--- config.mk ---
export PLATFORM = sky130hd
export DESIGN_NAME = tmwd_top
export DESIGN_NICKNAME = d
export VERILOG_FILES = /design/src/rtl/tmwd_pkg.sv /design/src/rtl/tmwd_edge_src.sv /design/src/rtl/tmwd_divider.sv /design/src/rtl/tmwd_wdt.sv /design/src/rtl/tmwd_top.sv
export SDC_FILE = /design/constraint.sdc
export NUM_CORES = 1
export LEC_CHECK = 0
export ABC_AREA = 1
export CAP_MARGIN = 5
export CORE_UTILIZATION = 49
export CTS_BUF_LIST = sky130_fd_sc_hd__clkbuf_2 sky130_fd_sc_hd__clkbuf_4 sky130_fd_sc_hd__clkbuf_8
export DETAILED_ROUTE_END_ITERATION = 6
export DONT_BUFFER_PORTS = 1
export PLACE_DENSITY = 0.71
export SYNTH_ARGS = -nofsm -noshare
export SYNTH_HDL_FRONTEND = slang
export SYNTH_SLANG_ARGS = --single-unit
export TNS_END_PERCENT = 20
--- constraint.sdc ---
create_clock -name clk -period 2.45 [get_ports clk]
set_input_delay 0.735 -clock clk [delete_from_list [all_inputs] [get_ports clk]]
set_output_delay 0.735 -clock clk [all_outputs]
set_load 0.005 [all_outputs]
--- src/rtl/tmwd_pkg.sv ---
package tmwd_pkg;
  localparam int DATA_W = 8;
  localparam int DIV_W  = 8;
  localparam int WDT_W  = 8;
  localparam int TAP_W  = $clog2(DIV_W);

  // control register layout (bits 6..0 of the write data)
  typedef struct packed {
    logic             irq_en;    // bit 6
    logic             src_ext;   // bit 5
    logic             edge_fall; // bit 4
    logic             div_wdt;   // bit 3
    logic [TAP_W-1:0] tap;       // bits 2..0
  } ctrl_t;

  localparam int CTRL_W = $bits(ctrl_t);
endpackage

--- src/rtl/tmwd_edge_src.sv ---
module tmwd_edge_src #(
  parameter int SYNC_N = 2
) (
  input  logic clk,
  input  logic rst_n,
  input  logic cyc_en,
  input  logic ext_pin,
  input  logic src_ext,
  input  logic edge_fall,
  output logic ev
);
  logic [SYNC_N:0] chain_q, chain_d;
  logic            rise, fall;

  always_comb begin
    chain_d = {chain_q[SYNC_N-1:0], ext_pin};
  end

  always_ff @(posedge clk or negedge rst_n) begin
    if (!rst_n) chain_q <= '0;
    else        chain_q <= chain_d;
  end

  assign rise = chain_q[SYNC_N-1] & ~chain_q[SYNC_N];
  assign fall = ~chain_q[SYNC_N-1] & chain_q[SYNC_N];

  always_comb begin
    if (src_ext) ev = edge_fall ? fall : rise;
    else         ev = cyc_en;
  end
endmodule

--- src/rtl/tmwd_divider.sv ---
module tmwd_divider #(
  parameter int DIV_W = 8,
  localparam int TAP_W = $clog2(DIV_W)
) (
  input  logic             clk,
  input  logic             rst_n,
  input  logic             clr,
  input  logic             inc,
  input  logic [TAP_W-1:0] tap_sel,
  output logic             carry
);
  logic [DIV_W-1:0] cnt_q, cnt_d;
  logic [DIV_W-1:0] all_ones;

  always_comb begin
    if (clr)      cnt_d = '0;
    else if (inc) cnt_d = cnt_q + 1'b1;
    else          cnt_d = cnt_q;
  end

  always_ff @(posedge clk or negedge rst_n) begin
    if (!rst_n) cnt_q <= '0;
    else        cnt_q <= cnt_d;
  end

  // the selected tap toggles 1->0 on the event that finds the lower bits all set
  for (genvar k = 0; k < DIV_W; k++) begin : g_tap
    assign all_ones[k] = &cnt_q[k:0];
  end

  assign carry = all_ones[tap_sel];
endmodule

--- src/rtl/tmwd_wdt.sv ---
module tmwd_wdt #(
  parameter int WDT_W = 8
) (
  input  logic clk,
  input  logic rst_n,
  input  logic en,
  input  logic tick,
  input  logic clr,
  output logic ovf
);
  logic [WDT_W-1:0] cnt_q, cnt_d;
  logic             step;

  assign step = en & tick;

  always_comb begin
    if (clr || !en) cnt_d = '0;
    else if (step)  cnt_d = cnt_q + 1'b1;
    else            cnt_d = cnt_q;
  end

  always_ff @(posedge clk or negedge rst_n) begin
    if (!rst_n) cnt_q <= '0;
    else        cnt_q <= cnt_d;
  end

  assign ovf = step & (&cnt_q);
endmodule

--- src/rtl/tmwd_top.sv ---
module tmwd_top
  import tmwd_pkg::*;
#(
  parameter int SYNC_N = 2
) (
  input  logic              clk,
  input  logic              rst_n,
  input  logic              cyc_en,
  input  logic              ext_pin,
  input  logic              wdt_tick,
  input  logic              wdt_en,
  input  logic              wdt_clr,
  input  logic              wr_en,
  input  logic              wr_sel,
  input  logic [DATA_W-1:0] wr_data,
  output logic [DATA_W-1:0] tmr_val,
  output logic              tmr_irq,
  output logic              wdt_timeout
);
  ctrl_t             ctrl_q, ctrl_d;
  logic [DATA_W-1:0] tmr_q, tmr_d;
  logic              irq_q, irq_d;
  logic              to_q, to_d;
  logic              ev, wovf, carry;
  logic              div_inc, div_clr, tmr_inc, tmr_wr, ctrl_wr;

  tmwd_edge_src #(.SYNC_N(SYNC_N)) u_src (
    .clk(clk), .rst_n(rst_n), .cyc_en(cyc_en), .ext_pin(ext_pin),
    .src_ext(ctrl_q.src_ext), .edge_fall(ctrl_q.edge_fall), .ev(ev)
  );

  tmwd_wdt #(.WDT_W(WDT_W)) u_wdt (
    .clk(clk), .rst_n(rst_n), .en(wdt_en), .tick(wdt_tick),
    .clr(wdt_clr), .ovf(wovf)
  );

  tmwd_divider #(.DIV_W(DIV_W)) u_div (
    .clk(clk), .rst_n(rst_n), .clr(div_clr), .inc(div_inc),
    .tap_sel(ctrl_q.tap), .carry(carry)
  );

  assign tmr_wr  = wr_en & ~wr_sel;
  assign ctrl_wr = wr_en & wr_sel;
  assign div_clr = tmr_wr | wdt_clr;
  assign div_inc = ctrl_q.div_wdt ? wovf : ev;
  assign tmr_inc = ctrl_q.div_wdt ? ev : (ev & carry);

  always_comb begin
    ctrl_d = ctrl_wr ? ctrl_t'(wr_data[CTRL_W-1:0]) : ctrl_q;

    if (tmr_wr)       tmr_d = wr_data;
    else if (tmr_inc) tmr_d = tmr_q + 1'b1;
    else              tmr_d = tmr_q;

    irq_d = ctrl_q.irq_en & tmr_inc & (&tmr_q) & ~tmr_wr;
    to_d  = wovf & ~wdt_clr & (ctrl_q.div_wdt ? carry : 1'b1);
  end

  always_ff @(posedge clk or negedge rst_n) begin
    if (!rst_n) begin
      ctrl_q <= '0;
      tmr_q  <= '0;
      irq_q  <= 1'b0;
      to_q   <= 1'b0;
    end else begin
      ctrl_q <= ctrl_d;
      tmr_q  <= tmr_d;
      irq_q  <= irq_d;
      to_q   <= to_d;
    end
  end

  assign tmr_val     = tmr_q;
  assign tmr_irq     = irq_q;
  assign wdt_timeout = to_q;
endmodule

After elaboration in Yosys (flattened, before gate mapping) --
Index checks and enable logic that the tools add are counted.
Storage, ports and cells: register bits 36, bits in latches 0, RAM bits 0, ROM bits 0, input port bits 17, output and inout bits 10, logic and storage cells 60, memories 0
Cells by class: $add $sub $neg 3, multiply operators 0, div/mod/pow operators 0, magnitude comparators 1, equal/unequal tests 0, shift operators 0, multiplexer cells 13, bitwise operators 18, reductions and logical operators 14
Operators by type and width (count):
- 8-bit 2-to-1 mux | 6
- 8-bit by 1-bit adder with 8-bit output (second input constant) | 3
- 8-bit AND reduction | 3
- 1-bit AND | 12
- 7-bit AND reduction | 1
- 1-bit 2-to-1 mux | 6
- 6-bit AND reduction | 1
- 2-bit nonzero test | 3
- 1-bit NOT | 5
- 5-bit AND reduction | 1
- 3-bit by 4-bit < comparator with 1-bit output (second input constant) | 1
- 4-bit AND reduction | 1
- 1-bit binary-select mux with 3-bit select | 1
- 3-bit AND reduction | 1
- 2-bit AND reduction | 1
- 1-bit logical NOT | 1
- 1-bit logical OR | 1
- 1-bit OR | 1

Depth between registers and ports, before layout --
depth after elaboration 9, mapped depth 14, gate-level depth less buffers 14

Hierarchy --
A second synthesis with hierarchy kept.
Unflattened totals: cells, all modules 266, area, all modules 2067.0 um^2
By module, submodules not included:
- tmwd_top | instances 1, cells an instance 120, area an instance 972.2 um^2, seq. area each 425.4 um^2
- tmwd_divider | instances 1, cells an instance 74, area an instance 525.5 um^2, seq. area each 200.2 um^2
- tmwd_wdt | instances 1, cells an instance 58, area an instance 451.7 um^2, seq. area each 200.2 um^2
- tmwd_edge_src | instances 1, cells an instance 14, area an instance 117.6 um^2, seq. area each 75.1 um^2

Least setup slack after synthesis --
No wires, ideal clock.
path type register -> register, from reg u_div.cnt_q[0], to reg tmr_q[4] (netlist: tmr_val[4]), library setup time 0.117 ns, arrival 1.570 ns, data required time 2.333 ns, path slack 0.763 ns, stages on the path, launching flop included 15, buffers on the path 0, period minus slack after synthesis 1.687 ns, cells stage by stage dfrtp_1 ha_1 inv_1 nor2_4 ha_1 nor2_1 nor2_1 nand2_1 nand3_2 nand2_2 nand2_2 nand2_4 nand2_4 nand2_1 nand2_1
On the way: cells in the longest elaborated chain, start to end 6, elaborated cells on any way between the ends 12, classes of those cells mux: 3; bitwise: 1; reduce/logical: 8
RTL lines:
- start, declared | line tmwd_divider.sv:12 | logic [DIV_W-1:0] cnt_q, cnt_d;
- start signal, assigned | line tmwd_divider.sv:23 | else cnt_q <= cnt_d;
- 8-bit AND reduction, or another cell as far along | line tmwd_divider.sv:28 | assign all_ones[k] = &cnt_q[k:0];
- 1-bit binary-select mux with 3-bit select (*) | line tmwd_divider.sv:31 | assign carry = all_ones[tap_sel];
- 1-bit 2-to-1 mux (not written as such) (*) | line tmwd_divider.sv:31
- 1-bit AND (*) | line tmwd_top.sv:46 | assign tmr_inc = ctrl_q.div_wdt ? ev : (ev & carry);
- 1-bit 2-to-1 mux (*) | line tmwd_top.sv:46
- 2-bit nonzero test (no line) (*)
- end signal, assigned | line tmwd_top.sv:67 | tmr_q <= tmr_d;
- end, declared | line tmwd_top.sv:21 | logic [DATA_W-1:0] tmr_q, tmr_d;
Every way passes the cells marked *; elsewhere a longest branch is shown, timed or not. The select of a mux whose other input is x is not followed. A chain may end at the register's enable or synchronous reset.

Worst setup path in the final report --
from reg u_div.cnt_q[0], to reg tmr_q[6] (netlist: tmr_val[6])
The elaborated chain is that of the path after synthesis.

==> flow_summary_export.csv <==
group,metric,value,unit
outcome,status,"finished, final reports clean",
sta,clock.fmax,525,MHz
sta,hold_violations,0,
clock_tree,clock_path_buffers,2,
cells_and_area,fill_cells,361,
critical_path,cp.required,2630,ps
sta,period_minus_slack,1900,ps
critical_path,worstSetupStartpoint,"u_div.cnt_q[0]",
floorplanning,ios,27,
yosys,synth-seq-area-share,44.6,%
drt,drt_iter0_markers,93,
clock_tree,post-cts-setup-buffers,0,
min_path,hp-class,"in -> async",
place,post-dp-hpwl,2.72,mm
sta,rsz0062_at_grt,"false",
global_routing,grt_max_degree,37,
drt,wirelength,3.70,mm
cells_and_area,layout-area-overhead-vs-synth,7.87,%
floorplanning,start_util,53.1,%
critical_path,worstReg2RegStart,"u_div.cnt_q[0]",
power_and_ir_drop,combPwrFrac,18.0,%
sta,slew_headroom,58.5,%
critical_path,crit_family,"simple AND/OR/NAND/NOR gates",
global_routing,grtUsageTotal,20.4,%
place,gp_congestion,0.823,
sta,setup_tns,0,ps
sta,skew,8.34,ps
critical_path,cpPeakStageDelay,410,ps
critical_path,timing.rr.end,"tmr_val[6]",
yosys,avgSynthCellArea,8.01,sq um
global_routing,grt_overflow_total,0,
critical_path,crit_top_cell,"nand2_1",
critical_path,worst-path-buf-inv,1,
floorplanning,rows,22,
critical_path,cp.arrival,2080,ps
floorplanning,chipHeight,66.2,um
clock_tree,cts_buffers,5,
power_and_ir_drop,vdd_drop_max,0.000426,V
place,port_buffers,0,
sta,fin_crit_sh,77.7,%
clock_tree,cts.clk_slew.worst_paths,80,ps
yosys,syn_inst,252,
clock_tree,cts_sinks,36,
power_and_ir_drop,p_sw,494,uW
critical_path,worstPathMaxFanout,10,
sta,setup_viol,0,
drt,ant_nets,0,
yosys,yosys.area.top_type,"dfrtp_1",
power_and_ir_drop,power.density,730,nW/um^2
sta,hold_slack,130,ps
power_and_ir_drop,power_switching_share,31.1,%
sta,tightest_slew,622,ps
cells_and_area,drive_gt1_share,11.3,%
critical_path,cpMaxStageDelayCell,"dfrtp_1",
critical_path,start_kind,"flip-flop",
clock_tree,cts_hold_buf,0,
clock_tree,cts_tree,"built",
global_routing,antenna_found_initial,0,
yosys,synth.yosys.warnings,0,
critical_path,end_kind,"flip-flop",
yosys,yosys_register_bits,36,
drt,wl_per_cell,12.1,um
critical_path,crit_type,"reg -> reg",
yosys,synthTopCellsByArea,"dfrtp_1 45%, nand2_1 12%, inv_1 5.8%",
floorplanning,die-width,66.2,um
yosys,synth-edff-count,0,
yosys,synthFlopType,"dfrtp_1",
yosys,synth.distinct_cells,33,
cells_and_area,regArea,901,sq um
drt,via_per_inst,5.23,
power_and_ir_drop,leakagePower,1.06,nW
cells_and_area,diodes,0,
yosys,syn_nets,274,
drt,route.detailed.drc,0,
sta,slew_viol_final,0,
yosys,synthesis.area,2020,sq um
clock_tree,cts_resized,0,
power_and_ir_drop,intPower,1.10,mW
job,drv_cap,0,
yosys,async_flop_share,100,%
clock_tree,root_buffer,"clkbuf_8",
power_and_ir_drop,p_clk_share,32.5,%
clock_tree,insertion_delay,290,ps
cells_and_area,nets,278,
floorplanning,core,3800,sq um
yosys,synth_top_area_share,44.6,%
power_and_ir_drop,power_frac_seq,49.4,%
critical_path,r2r_slack,550,ps
floorplanning,fp.dieArea,4380,sq um
critical_path,cp_cell_sequence,"ha_1 -> inv_1 -> nor2_4 -> ha_1 -> nor2_1 -> nor2_1 -> nand2_1 -> nand3_2 -> nand2_2 -> nand2_2 -> nand2_4 -> nand2_4 -> nand2_1 -> nand2_1",
critical_path,reg2reg_depth,14,
drt,drtPass1Iterations,4,
cells_and_area,multi_input_area,980,sq um
global_routing,grt_pass1_vias,1545,
clock_tree,cts_htree_levels,2,
drt,vias,1596,
global_routing,grt_pass1_wl,6.69,mm
==> state kept, by name (all words and copies together) (netlist names) <==
register / count
u_wdt.cnt_q: 8
u_src.chain_q: 3
tmr_val: 8
ctrl_q: 7
tmr_irq: 1
wdt_timeout: 1
u_div.cnt_q: 8
==> stage by stage <==
step	std cells	area (sq um)	worst slack (ps)	utilization (%)	total power, mW
final	305	2180	547	57.3	1.59
after global routing	305	2180	346	57.3	1.70
after CTS	305	2180	541	57.3	1.61
after detailed placement	297	2070	563	54.4	1.08
after global placement	297	2070	582	54.4	1.08
after floorplan	252	2020	763	-	1.02
==> worst reg2reg max path, stage by stage (launching register included) <==
cell and delay, ps:
dfrtp_1 410, ha_1 240, inv_1 120, nor2_4 60
ha_1 180, nor2_1 90, nor2_1 50, nand2_1 70
nand3_2 60, nand2_2 70, nand2_2 60, nand2_4 130
nand2_4 100, nand2_1 90, nand2_1 50
==> placed cells by master, fill, tap and decap left out, drive strengths merged, types with 2 or more instances in the layout <==
master,synthesis,layout
clkbuf,2,5
a31oi,2,2
xnor2,4,4
a21oi,6,6
ha,5,5
a211oi,2,2
o22ai,3,3
nand3,23,23
o21ai,21,21
nor2,29,29
nand2,71,71
nor3,7,7
inv,32,32
nand4,3,3
dfrtp,36,36
==> kinds of logic after synthesis <==
group           after synthesis  synth area share, %
simple gates                135                 32.9
compound gates               36                 10.4
flops                        36                 44.6
buf+inv                      35                 6.82
xor+xnor                      5                 2.17
fa+ha+maj                     5                 3.10
==> worst max path at each step <==
stage                     cells past startpoint    endpoint
final                                        14  tmr_val[6]
after global routing                         14  tmr_val[6]
after CTS                                    14  tmr_val[6]
after detailed placement                     14  tmr_val[4]
after global placement                        8  tmr_val[7]
after floorplan                              14  tmr_val[4]
==> synth_stat cells, types with 2 or more instances <==
cell / number
a211oi_1: 2
a21oi_1: 6
a31oi_1: 2
clkbuf_1: 2
dfrtp_1: 36
ha_1: 5
inv_1: 31
nand2_1: 64
nand2_2: 4
nand2_4: 2
nand3_1: 22
nand4_1: 2
nor2_1: 24
nor2_2: 2
nor2_4: 3
nor3_1: 4
nor3_2: 2
o21ai_0: 17
o21ai_1: 4
o22ai_1: 2
xnor2_1: 4
==> routing by layer <==
metal  vias to the layer above  track usage, %  part of all wire, %
li1                        820               -                    -
met1                       723            27.1                   49
met2                        45            31.3                   44
met3                         8            5.69                  5.3
met4                         0            7.98                  1.7
met5                         -               0                    0
==> layout make-up <==
class                           count  area share [%]
Tap cell                           48            2.76
Sequential cell                    36            41.4
Clock buffer                        5            3.16
Clock inverter                      3            1.95
Multi-Input combinational cell    181            45.0
Inverter                           32            5.75
==> power by group through the flow <==
stage | Combinational [mW] | Clock, mW | Sequential (mW)
finish | 0.287 | 0.517 | 0.786
global route | 0.338 | 0.561 | 0.802
CTS | 0.289 | 0.532 | 0.786
detailed placement | 0.289 | 0 | 0.794
global placement | 0.283 | 0 | 0.798
floorplan | 0.249 | 0 | 0.767
(Power assumes the default switching activity.)
